File: src/rtl/evsel_pkg.sv
package evsel_pkg;
  localparam int REG_W    = 64;
  localparam int SLOT_MAX = 4;
  localparam int STRIDE   = 8;
  localparam int IDX_W    = 5;
  localparam int PIDX_W   = 4;
  localparam int RES_W    = 32;
  localparam int PAIR_W   = 16;
  localparam int MODE_POS = 7;

  typedef struct packed {
    logic             pair_mode;
    logic [IDX_W-1:0] idx;
  } slot_cfg_t;

  // Clean one written byte: drop reserved bits, clear idx[4] in pair mode.
  function automatic slot_cfg_t legalize(input logic [STRIDE-1:0] b);
    slot_cfg_t c;
    c.pair_mode = b[MODE_POS];
    c.idx       = b[MODE_POS] ? {1'b0, b[PIDX_W-1:0]} : b[IDX_W-1:0];
    return c;
  endfunction

  function automatic logic [STRIDE-1:0] to_byte(input slot_cfg_t c);
    return {c.pair_mode, {(STRIDE-IDX_W-1){1'b0}}, c.idx};
  endfunction

  // Bits that must read zero inside one slot byte.
  function automatic logic [STRIDE-1:0] rsvd_mask();
    logic [STRIDE-1:0] m;
    m = '1;
    m[MODE_POS] = 1'b0;
    m[IDX_W-1:0] = '0;
    return m;
  endfunction
endpackage

File: src/rtl/evsel_cfg_reg.sv
module evsel_cfg_reg
  import evsel_pkg::*;
#(
  parameter int NUM_SLOTS = 3
) (
  input  logic                          clk,
  input  logic                          rst_n,
  input  logic                          wr_en,
  input  logic [REG_W-1:0]              wr_data,
  input  logic                          idle,
  output slot_cfg_t [SLOT_MAX-1:0]      cfg_o,
  output logic [REG_W-1:0]              rd_data,
  output logic                          wr_accept,
  output logic                          rsvd_wr_seen
);
  localparam int LIVE_BITS = SLOT_MAX * STRIDE;

  assign wr_accept = wr_en && idle;

  logic [SLOT_MAX-1:0] rsvd_hit;

  for (genvar n = 0; n < SLOT_MAX; n++) begin : g_slot
    if (n < NUM_SLOTS) begin : g_live
      slot_cfg_t q;
      always_ff @(posedge clk) begin
        if (!rst_n)         q <= '0;
        else if (wr_accept) q <= legalize(wr_data[n*STRIDE +: STRIDE]);
      end
      assign cfg_o[n] = q;
      assign rd_data[n*STRIDE +: STRIDE] = to_byte(q);
      assign rsvd_hit[n] = |(wr_data[n*STRIDE +: STRIDE] & rsvd_mask());
    end else begin : g_dead
      assign cfg_o[n] = '0;
      assign rd_data[n*STRIDE +: STRIDE] = '0;
      assign rsvd_hit[n] = |wr_data[n*STRIDE +: STRIDE];
    end
  end

  assign rd_data[REG_W-1:LIVE_BITS] = '0;

  // Write attempt carrying ones in positions that must read zero.
  assign rsvd_wr_seen = wr_accept && ((|rsvd_hit) || (|wr_data[REG_W-1:LIVE_BITS]));
endmodule

File: src/rtl/evsel_slot.sv
module evsel_slot
  import evsel_pkg::*;
#(
  parameter int NUM_SINGLE = 28,
  parameter int NUM_PAIR   = 12
) (
  input  slot_cfg_t          cfg,
  input  logic [RES_W-1:0]   rsrc,
  input  logic [PAIR_W-1:0]  pair,
  output logic               legal,
  output logic               hit
);
  logic [PIDX_W-1:0] pidx;
  assign pidx = cfg.idx[PIDX_W-1:0];

  always_comb begin
    if (cfg.pair_mode)
      legal = (pidx != '0) && (int'(pidx) < NUM_PAIR);
    else
      legal = int'(cfg.idx) < NUM_SINGLE;
  end

  assign hit = legal && (cfg.pair_mode ? pair[pidx] : rsrc[cfg.idx]);
endmodule

File: src/rtl/evsel_event_reg.sv
module evsel_event_reg
  import evsel_pkg::*;
#(
  parameter int NUM_SLOTS = 3
) (
  input  logic                clk,
  input  logic                rst_n,
  input  logic [SLOT_MAX-1:0] hit,
  input  logic [SLOT_MAX-1:0] en,
  input  logic                paused,
  output logic [SLOT_MAX-1:0] evt
);
  localparam logic [SLOT_MAX-1:0] LIVE_MASK = SLOT_MAX'((1 << NUM_SLOTS) - 1);

  logic [SLOT_MAX-1:0] evt_d;
  assign evt_d = paused ? '0 : (hit & en & LIVE_MASK);

  always_ff @(posedge clk) begin
    if (!rst_n) evt <= '0;
    else        evt <= evt_d;
  end
endmodule

File: src/rtl/trc_evsel.sv
module trc_evsel
  import evsel_pkg::*;
#(
  parameter int NUM_SLOTS  = 3,
  parameter int NUM_SINGLE = 28,
  parameter int NUM_PAIR   = 12
) (
  input  logic        clk,
  input  logic        rst_n,
  input  logic        cfg_wr_en,
  input  logic [63:0] cfg_wr_data,
  output logic [63:0] cfg_rd_data,
  input  logic        unit_idle,
  input  logic        rsrc_paused,
  input  logic [31:0] rsrc_status,
  input  logic [15:0] pair_status,
  input  logic [3:0]  inst_en,
  output logic [3:0]  evt_out
);
  slot_cfg_t [SLOT_MAX-1:0] slot_cfg;
  logic [SLOT_MAX-1:0]      slot_hit;
  logic [SLOT_MAX-1:0]      slot_legal;
  logic                     wr_accept;
  logic                     rsvd_wr_seen;

  evsel_cfg_reg #(.NUM_SLOTS(NUM_SLOTS)) u_cfg (
    .clk          (clk),
    .rst_n        (rst_n),
    .wr_en        (cfg_wr_en),
    .wr_data      (cfg_wr_data),
    .idle         (unit_idle),
    .cfg_o        (slot_cfg),
    .rd_data      (cfg_rd_data),
    .wr_accept    (wr_accept),
    .rsvd_wr_seen (rsvd_wr_seen)
  );

  for (genvar n = 0; n < SLOT_MAX; n++) begin : g_sel
    evsel_slot #(.NUM_SINGLE(NUM_SINGLE), .NUM_PAIR(NUM_PAIR)) u_slot (
      .cfg   (slot_cfg[n]),
      .rsrc  (rsrc_status),
      .pair  (pair_status),
      .legal (slot_legal[n]),
      .hit   (slot_hit[n])
    );
  end

  evsel_event_reg #(.NUM_SLOTS(NUM_SLOTS)) u_evt (
    .clk    (clk),
    .rst_n  (rst_n),
    .hit    (slot_hit),
    .en     (inst_en),
    .paused (rsrc_paused),
    .evt    (evt_out)
  );
endmodule

File: config.mk
export PLATFORM = sky130hd
export DESIGN_NAME = trc_evsel
export DESIGN_NICKNAME = d
export VERILOG_FILES = /design/src/rtl/evsel_pkg.sv /design/src/rtl/evsel_cfg_reg.sv /design/src/rtl/evsel_slot.sv /design/src/rtl/evsel_event_reg.sv /design/src/rtl/trc_evsel.sv
export SDC_FILE = /design/constraint.sdc
export NUM_CORES = 1
export LEC_CHECK = 0
export BUFFER_PORTS_ARGS = -buffer_cell sky130_fd_sc_hd__buf_2
export CORE_MARGIN = 5
export CORE_UTILIZATION = 37
export DETAILED_ROUTE_END_ITERATION = 16
export MAX_ROUTING_LAYER = met4
export PLACE_DENSITY = 0.78
export SYNTH_ARGS = -nofsm -noshare
export SYNTH_HDL_FRONTEND = slang
export SYNTH_SLANG_ARGS = --single-unit
File: constraint.sdc
create_clock -name clk -period 1.9 [get_ports clk]
set_input_delay 0 -clock clk [delete_from_list [all_inputs] [get_ports clk]]
set_output_delay 0 -clock clk [all_outputs]
set_load 0.005 [all_outputs]
# Yosys cells after proc, flatten, opt, wreduce, memory -nomap -nowiden
# Cells that the tools add are included.
# totals
register_bits	22
elab_cells	54
# op_classes
n_lt_le_gt_ge	12
mux	21
bitwise	2
reduce_logical	11
# op_table
cell	count
$lt 5x6->1 const B	3
$bmux 1 s5	3
$lt 4x5->1 const B	3
$lt 5x5->1 const B	3
$mux 5	3
$bmux 1 s4	3
$lt 4x4->1 const B	3
$mux 1	12
$reduce_bool 4->1	3
$logic_and 1x1->1	7
$and 3x3->3	1
$reduce_or 2->1	1
$not 1->1	1

# Logic depth before layout (Yosys ltp)
# Gate-level depths: netlist (run 1).
# depth
depth_word	5
mapped_depth	8
ltp_nobuf	5

# Hierarchy
# A second synthesis (run 1) with hierarchy kept.
# hier_totals
hier_cells	301
area_unflattened_um2	3186.8
# modules_own_cells
module	instances	cells_per_inst	area_each_um2	seq_area_each_um2
evsel_slot	4	32	440.4	0.0
evsel_cfg_reg	1	165	1323.8	360.3
evsel_event_reg	1	8	101.3	60.1

# Least setup slack after synthesis (run 1)
# No wires, ideal clock.
# synth_timing
path_type	register to register
start	register u_cfg.g_slot[1].g_live.q (netlist bit u_cfg.cfg_o[6])
end	register u_evt.evt[1]
setup_time_ps	136
arrival_time_ps	1700
required_ps	1764
setup_slack_ps	64
path_stages_with_launch	7
cell_sequence	dfxtp_1 -> buf_6 -> mux4_2 -> mux2_4 -> a211o_1 -> o21ai_1 -> a211oi_1
# synth_between
elab_chain_len	5
# synth_rtl
item	line	rtl
start, declared	evsel_cfg_reg.sv:24	slot_cfg_t q;
start signal, assigned	evsel_cfg_reg.sv:27	else if (wr_accept) q <= legalize(wr_data[n*STRIDE +: STRIDE]);
$bmux 1 s5, or another cell as far along	evsel_slot.sv:23	assign hit = legal && (cfg.pair_mode ? pair[pidx] : rsrc[cfg.idx]);
$mux 1 (implied by the code) or $logic_and 1x1->1 (tied branches)	evsel_slot.sv:23, evsel_slot.sv:18	
$mux 1 (on tied branches)	evsel_slot.sv:23, evsel_slot.sv:17	
$logic_and 1x1->1 *	evsel_slot.sv:23	
$and 3x3->3 *	evsel_event_reg.sv:16	assign evt_d = paused ? '0 : (hit & en & LIVE_MASK);
end signal, assigned	evsel_event_reg.sv:20	else evt <= evt_d;
end, declared	evsel_event_reg.sv:11	output logic [SLOT_MAX-1:0] evt
# Mark *: on every way between the ends. The rest lies on a longest branch, timed or not. The select of a mux whose other input is x is not followed.
# A chain may end at the register's enable or synchronous reset.

# Worst setup path after layout (run 1)
# Same ends and word-level chain as after synthesis.

==> results of run 1 <==
-- what timing repair did --
action | in CTS | in global routing
hold endpoints to repair | 18 | 0
endpoints found under the setup margin | 1 | 2
pin swaps | 0 | 3
gates resized for setup | 3 | 6
hold buffers | 18 | 0
-- sequential cells by signal (all words and copies together), names as in the netlist --
name	count
u_evt.evt	3
u_cfg.cfg_o	18
-- power breakdown --
group	internal (uW)	switching (uW)	total (uW)
Sequential	459	33.6	492
Combinational	271	227	497
Clock	148	162	311
-- per-layer routing --
metal | vias up | share of wire, %
met4 | 0 | 1.4
met3 | 12 | 9.5
met5 | - | 0
met2 | 145 | 51
li1 | 1119 | -
met1 | 1132 | 39
-- worst min-delay path: cells and delay by family --
| family | cells | cell delay (ns) |
|---|---|---|
| buf+inv | 1 | 0.10 |
| compound gates | 1 | 0.07 |
| simple gates | 1 | 0.04 |
-- synthesized netlist by cell type (all sizes together), types with 2 or more instances --
library cell	n	area share (%)
buf	58	18
nand2	44	6.6
mux4	26	24
dfxtp	21	17
mux2i	20	8.1
a21boi	18	5.4
mux2	12	5.6
a21oi	6	1.2
nor2	6	0.91
a22oi	5	1.5
clkbuf	5	0.76
nand3	5	1.0
nand3b	5	1.5
nor2b	5	1.3
o21ai	4	0.81
inv	3	0.45
a2111oi	2	0.71
and2	2	0.50
o211ai	2	0.60
o221ai	2	0.71
-- logic make-up (layout without fill, tap and decap cells) --
family	after synthesis	count (layout)	synth area share [%]
simple gates	73	73	13.4
buf+inv	66	135	18.7
mux	58	58	37.8
compound gates	45	45	12.9
flops	21	21	16.9
other cells	1	49	0.151
-- worst paths after layout --
path / startpoint / end / slack, ns / cells past startpoint
worst max-delay path: u_cfg.cfg_o[6] / u_evt.evt[1] / 0.09 / 6
worst min-delay path: cfg_wr_data[1] / u_cfg.cfg_o[1] / -0.002 / 3
worst max register to register: u_cfg.cfg_o[6] / u_evt.evt[1] / 0.09 / 6
worst min register to register: u_cfg.cfg_o[13] / u_cfg.cfg_o[13] / 0.50 / 2
-- through the flow --
stage | setup TNS (ns) | util, %
2_1_floorplan | 0 | -
3_3_place_gp | -0.0184 | 45.1
3_5_place_dp | -0.0451 | 45.1
4_1_cts | 0 | 48.8
5_1_grt | 0 | 49.0
6_report | 0 | 49.0
-- placed cells by master (no fill, tap or decap), types with 3 or more instances in the layout --
master and n:
a22oi_1 5, mux2i_1 20, a21oi_1 5, a21boi_0 18, dfxtp_1 18, mux2_2 10
nor2b_1 5, dlygate4sd3_1 18, nor2_1 6, buf_2 94, buf_4 13, nand2_1 44
nand3_1 5, nand3b_1 5, inv_1 3, clkbuf_8 3, mux4_1 3, conb_1 47
o21ai_0 3, mux4_2 23
-- cell type report --
class / count / area (sq um) / area share, %
Timing Repair Buffer: 128 / 800 / 25.3
Inverter: 3 / 11.3 / 0.356
Clock buffer: 3 / 41.3 / 1.30
Antenna cell: 2 / 5.00 / 0.158
Clock inverter: 1 / 7.51 / 0.237
Sequential cell: 21 / 427 / 13.5
Multi-Input combinational cell: 223 / 1780 / 56.2
Tap cell: 77 / 96.3 / 3.04
==> results by group, run 1 <==
Drt
  • Wirelength, routed: 8.07 mm
  • Initial DRC count: 180
  • Post-DRT Antenna Nets: 0
  • Post-route DRC: 0
  • Wire length per cell: 17.6 um
  • Via count: 2,408
  • Vias per cell: 5.26
  • Pre-antenna DRT Iters: 4

Critical path
  • Critical path endpoint category: register
  • CP bufs+invs: 1
  • Crit-path cells: buf_4, mux4_2, mux2_4, a211o_1, o21ai_1, a211oi_1
  • Delay-heaviest family, CP: multiplexers
  • CP max stage cell: mux4_2
  • Largest fanout on the critical path: 3
  • WP data required: 2.04 ns
  • Crit path launch type: register
  • CP arrival: 1.95 ns
  • Slowest stage delay, CP: 0.48 ns
  • Critical path class: reg2reg

Placed design
  • Post-DP Area: 2920 sq um
  • DP Worst Slack: -0.0451 ns
  • Placed cell count: 434
  • Post-DP HPWL: 6.38 mm
  • Gp weighted congestion: 0.899
  • Port bufs: 94

Clocking
  • H-tree Lvls: 1
  • Num CTS Buffers: 3
  • Clock Sinks: 21
  • TritonCTS clock tree: built
  • Clock Latency Late Sink: 0.27 ns
  • Clk root buf: clkbuf_8
  • Setup Fix Bufs, Post-CTS: 0
  • Clock tree buffer depth: 2
  • Clock transition at path regs: 0.08 ns

STA
  • Worst Tran Pin Value: 0.642 ns
  • Slew Limit Fails: 0
  • Tmin final: 1.81 ns
  • Final setup skew: 0.00514 ns
  • Final worst path period share: 95.3%
  • Hold Fails Final Rpt: 1
  • Setup repair after global routing missed its margin: no
  • Endpoints failing setup: 0
  • Peak Freq: 552 MHz
  • WHS: -0.00202 ns
  • Fin worst setup slack: 0.0899 ns
  • Relative slew slack: 57.2%

GRT
  • Met3 GRT Util: 4.17%
  • Largest net degree at the start of global routing: 19
  • GR met1 Demand/Resource: 21.5%
  • Vias in the first global route: 2,512
  • Grt met2 use: 33.2%
  • Gr ovfl total: 0
  • GR peak layer: met2
  • GRT Total Usage: 18.4%
  • First-pass GRT wire length: 12.2 mm
  • Initial antenna violation count: 2

Power and ir drop
  • Leak pwr: 0.00133 uW
  • Power, Total: 1300 uW
  • PD cells: 411 nW/um^2
  • Peak supply drop: 278 uV

Layout
  • Post-Layout Cell Count: 458
  • Layout cell share with drive strength beyond 1: 40.6%
  • Fin nets: 501
  • Design area: 3170 sq um
  • # fillers: 607
  • Area grow syn2layout: 27.4%

Synth
  • Mapped Cells: 264
  • Synthesis warning total: 0
  • Mean Syn Cell Area: 9.41 sq um
  • Seq/Total Area, Yosys: 16.9%
  • Ys flop type: dfxtp_1
  • Post-synth EDFFs: 0
  • Ys async rst share: 0%
  • #FFs+latches synth: 21
  • Synth unique cells: 39
  • Post-Syn Area: 2480 sq um

Hold path
  • Hold crit path type: in2reg

Status
  • Failing checks: negative hold slack
  • Status: complete, but fails checks

Flow run
  • Max_cap viols: 0

Floorplanning
  • Die X-Extent: 92.0 um
  • Initial Utilization: 38.5%
  • DIE HEIGHT: 92.0 um
  • Core area: 6460 sq um
  • Ports: 189
  • # rows: 29
  • Die area: 8450 sq um
No activity file was read; power rests on OpenSTA's default activity.
==> run 2: changes to the inputs <==
--- a/config.mk
+++ b/config.mk
@@ -11,6 +11,7 @@
 export DETAILED_ROUTE_END_ITERATION = 16
 export MAX_ROUTING_LAYER = met4
 export PLACE_DENSITY = 0.78
+export SETUP_SLACK_MARGIN = 0.2
 export SYNTH_ARGS = -nofsm -noshare
 export SYNTH_HDL_FRONTEND = slang
 export SYNTH_SLANG_ARGS = --single-unit
==> results by group, run 2 (synthesis results as in run 1) <==
Status
  • Status: finished, final reports clean

Placed design
  • Port bufs: 94 (unchanged)
  • Gp weighted congestion: 0.953 (+6.0%)
  • DP Worst Slack: 0.0357 ns (+0.0808 ns)
  • Post-DP HPWL: 6.13 mm (-3.8%)
  • Placed cell count: 431 (-0.69%)

Flow run
  • Max_cap viols: 0 (unchanged)

GRT
  • Largest net degree at the start of global routing: 20 (+1)
  • Vias in the first global route: 2,360 (-6.1%)
  • Initial antenna violation count: 0 (-2)
  • GRT Total Usage: 17.4% (-1.1 points)
  • Gr ovfl total: 0 (unchanged)
  • First-pass GRT wire length: 11.6 mm (-4.7%)

Critical path
  • WP data required: 2.03 ns (about the same)
  • Critical path endpoint category: register
  • CP max stage cell: mux4_2
  • CP bufs+invs: 0 (-1)
  • Crit path launch type: register
  • Worst R2R Path Depth: 5 (-1)
  • Largest fanout on the critical path: 6 (+3)
  • Delay-heaviest family, CP: multiplexers
  • Slowest stage delay, CP: 0.51 ns (+0.03 ns)
  • Critical path class: reg2reg
  • Crit-path cells: mux4_2, mux2_4, a211o_1, o21ai_1, a211oi_1
  • FF-to-FF Start: u_cfg.cfg_o[6]
  • Reg-to-Reg End: u_evt.evt[1]
  • CP arrival: 1.86 ns (-0.09 ns)
  • FF-to-FF setup slack: 0.17 ns (+0.08 ns)

Floorplanning
  • Die area: 8450 sq um (unchanged)
  • DIE HEIGHT: 92.0 um (unchanged)
  • Initial Utilization: 38.5% (unchanged)
  • Die X-Extent: 92.0 um (unchanged)
  • Core area: 6460 sq um (unchanged)
  • # rows: 29 (unchanged)
  • Ports: 189 (unchanged)

STA
  • Fin worst setup slack: 0.169 ns (+0.0787 ns)
  • Peak Freq: 578 MHz (+4.5%)
  • Slew Limit Fails: 0 (unchanged)
  • Tmin final: 1.73 ns (-0.0787 ns)
  • Final worst path period share: 91.1% (-4.1 points)
  • Setup TNS: 0 ns (unchanged)
  • Worst Tran Pin Value: 0.676 ns (+0.0342 ns)
  • Endpoints failing setup: 0 (unchanged)
  • Hold Fails Final Rpt: 0 (-1)
  • Setup repair after global routing missed its margin: yes
  • Relative slew slack: 54.9% (-2.3 points)
  • Final setup skew: 0.00112 ns (-0.00402 ns)

Drt
  • Post-route DRC: 0 (unchanged)
  • Initial DRC count: 106 (-41%)
  • Wire length per cell: 17.0 um (-3.6%)
  • Post-DRT Antenna Nets: 0 (unchanged)
  • Wirelength, routed: 7.66 mm (-5.0%)
  • Via count: 2,330 (-3.2%)
  • Vias per cell: 5.17 (-1.7%)
  • Pre-antenna DRT Iters: 4 (unchanged)

Layout
  • Fin nets: 496 (-1.0%)
  • Ant. Diodes: 0 (-2)
  • Post-Layout Cell Count: 451 (-1.5%)
  • Most common cell after layout, fill and taps aside: buf_2
  • Most frequent cells in the layout: buf_2 (94), conb_1 (47), nand2_1 (44), mux4_2 (23), mux2i_1 (20)
  • Area grow syn2layout: 27.2%
  • Max FFs per register: 18 (unchanged)
  • Layout cell share with drive strength beyond 1: 43.6% (+2.9 points)

Power and ir drop
  • PD cells: 403 nW/um^2 (-1.9%)
  • Leak pwr: 0.00133 uW (-0.17%)
  • Peak supply drop: 250 uV (-10%)

Clocking
  • Clk root buf: clkbuf_8
  • Clock Sinks: 21 (unchanged)
  • H-tree Lvls: 1 (unchanged)
  • Clock transition at path regs: 0.08 ns (about the same)
  • Clock Latency Late Sink: 0.25 ns (-0.02 ns)
  • TritonCTS clock tree: built
  • Clock tree buffer depth: 2 (unchanged)
  • Num CTS Buffers: 3 (unchanged)

Hold path
  • Hold path cells: 3 (unchanged)
  • Hold path start: inst_en[0]
  • Hold crit path type: in2reg
  • Hold path endpoint: u_evt.evt[0]
[run 2: area by class of cell]
class                   count  area, sq um
repair buffers            123          756
flip-flops and latches     21          445
multi-input cells         223         1810
inverters                   3         11.3
well taps                  77         96.3
fillers                   631         3300
clock buffers               4         45.0
[run 2: timing repair]
item | CTS | global route
pin swaps | 1 | 1
buffers inserted | 2 | 1
endpoints found under the hold margin | 12 | 0
setup endpoints to repair | 3 | 3
resized for setup | 14 | 11
gates cloned | 0 | 1
hold buffers | 12 | 0
[run 2: where the power goes]
part / total [uW] / switching (uW) / internal (uW)
Clock: 292 / 143 / 149
Sequential: 495 / 39.4 / 455
Combinational: 488 / 220 / 268
Total: 1270 / 402 / 872
[run 2: metrics by stage]
stage | cell area (sq um) | util (%) | hold slack (ns) | power (uW)
final | 3160 | 49.0 | 0.00439 | 1270
after global routing | 3160 | 49.0 | 0.0145 | 1360
after CTS | 3090 | 47.9 | 0.00325 | 1270
after detailed placement | 2880 | 44.7 | 0.255 | 946
after global placement | 2880 | 44.7 | 0.251 | 937
after floorplan | 2670 | - | 0.137 | 835
[run 2: worst max path at each step]
| stage | startpoint | end | slack, ns | depth (start not counted) |
|---|---|---|---|---|
| 2_1_floorplan | u_cfg.cfg_o[6] | u_evt.evt[1] | 0.13 | 6 |
| 3_3_place_gp | u_cfg.cfg_o[9] | u_evt.evt[1] | 0.04 | 4 |
| 3_5_place_dp | u_cfg.cfg_o[9] | u_evt.evt[1] | 0.04 | 4 |
| 4_1_cts | u_cfg.cfg_o[6] | u_evt.evt[1] | 0.15 | 5 |
| 5_1_grt | u_cfg.cfg_o[9] | u_evt.evt[1] | 0.09 | 4 |
| 6_report | u_cfg.cfg_o[6] | u_evt.evt[1] | 0.17 | 5 |
[run 2: tightest hold or removal path: cells and delay by family]
kind / cells / cell delay [ns]
compound gates: 2 / 0.12
buf+inv: 1 / 0.10
[run 2: metal layers]
layer | part of all wire [%] | global-route usage [%]
met1 | 40 | 20.8
met3 | 6.4 | 2.45
met4 | 0.82 | 1.98
met2 | 53 | 31.9
met5 | 0 | -
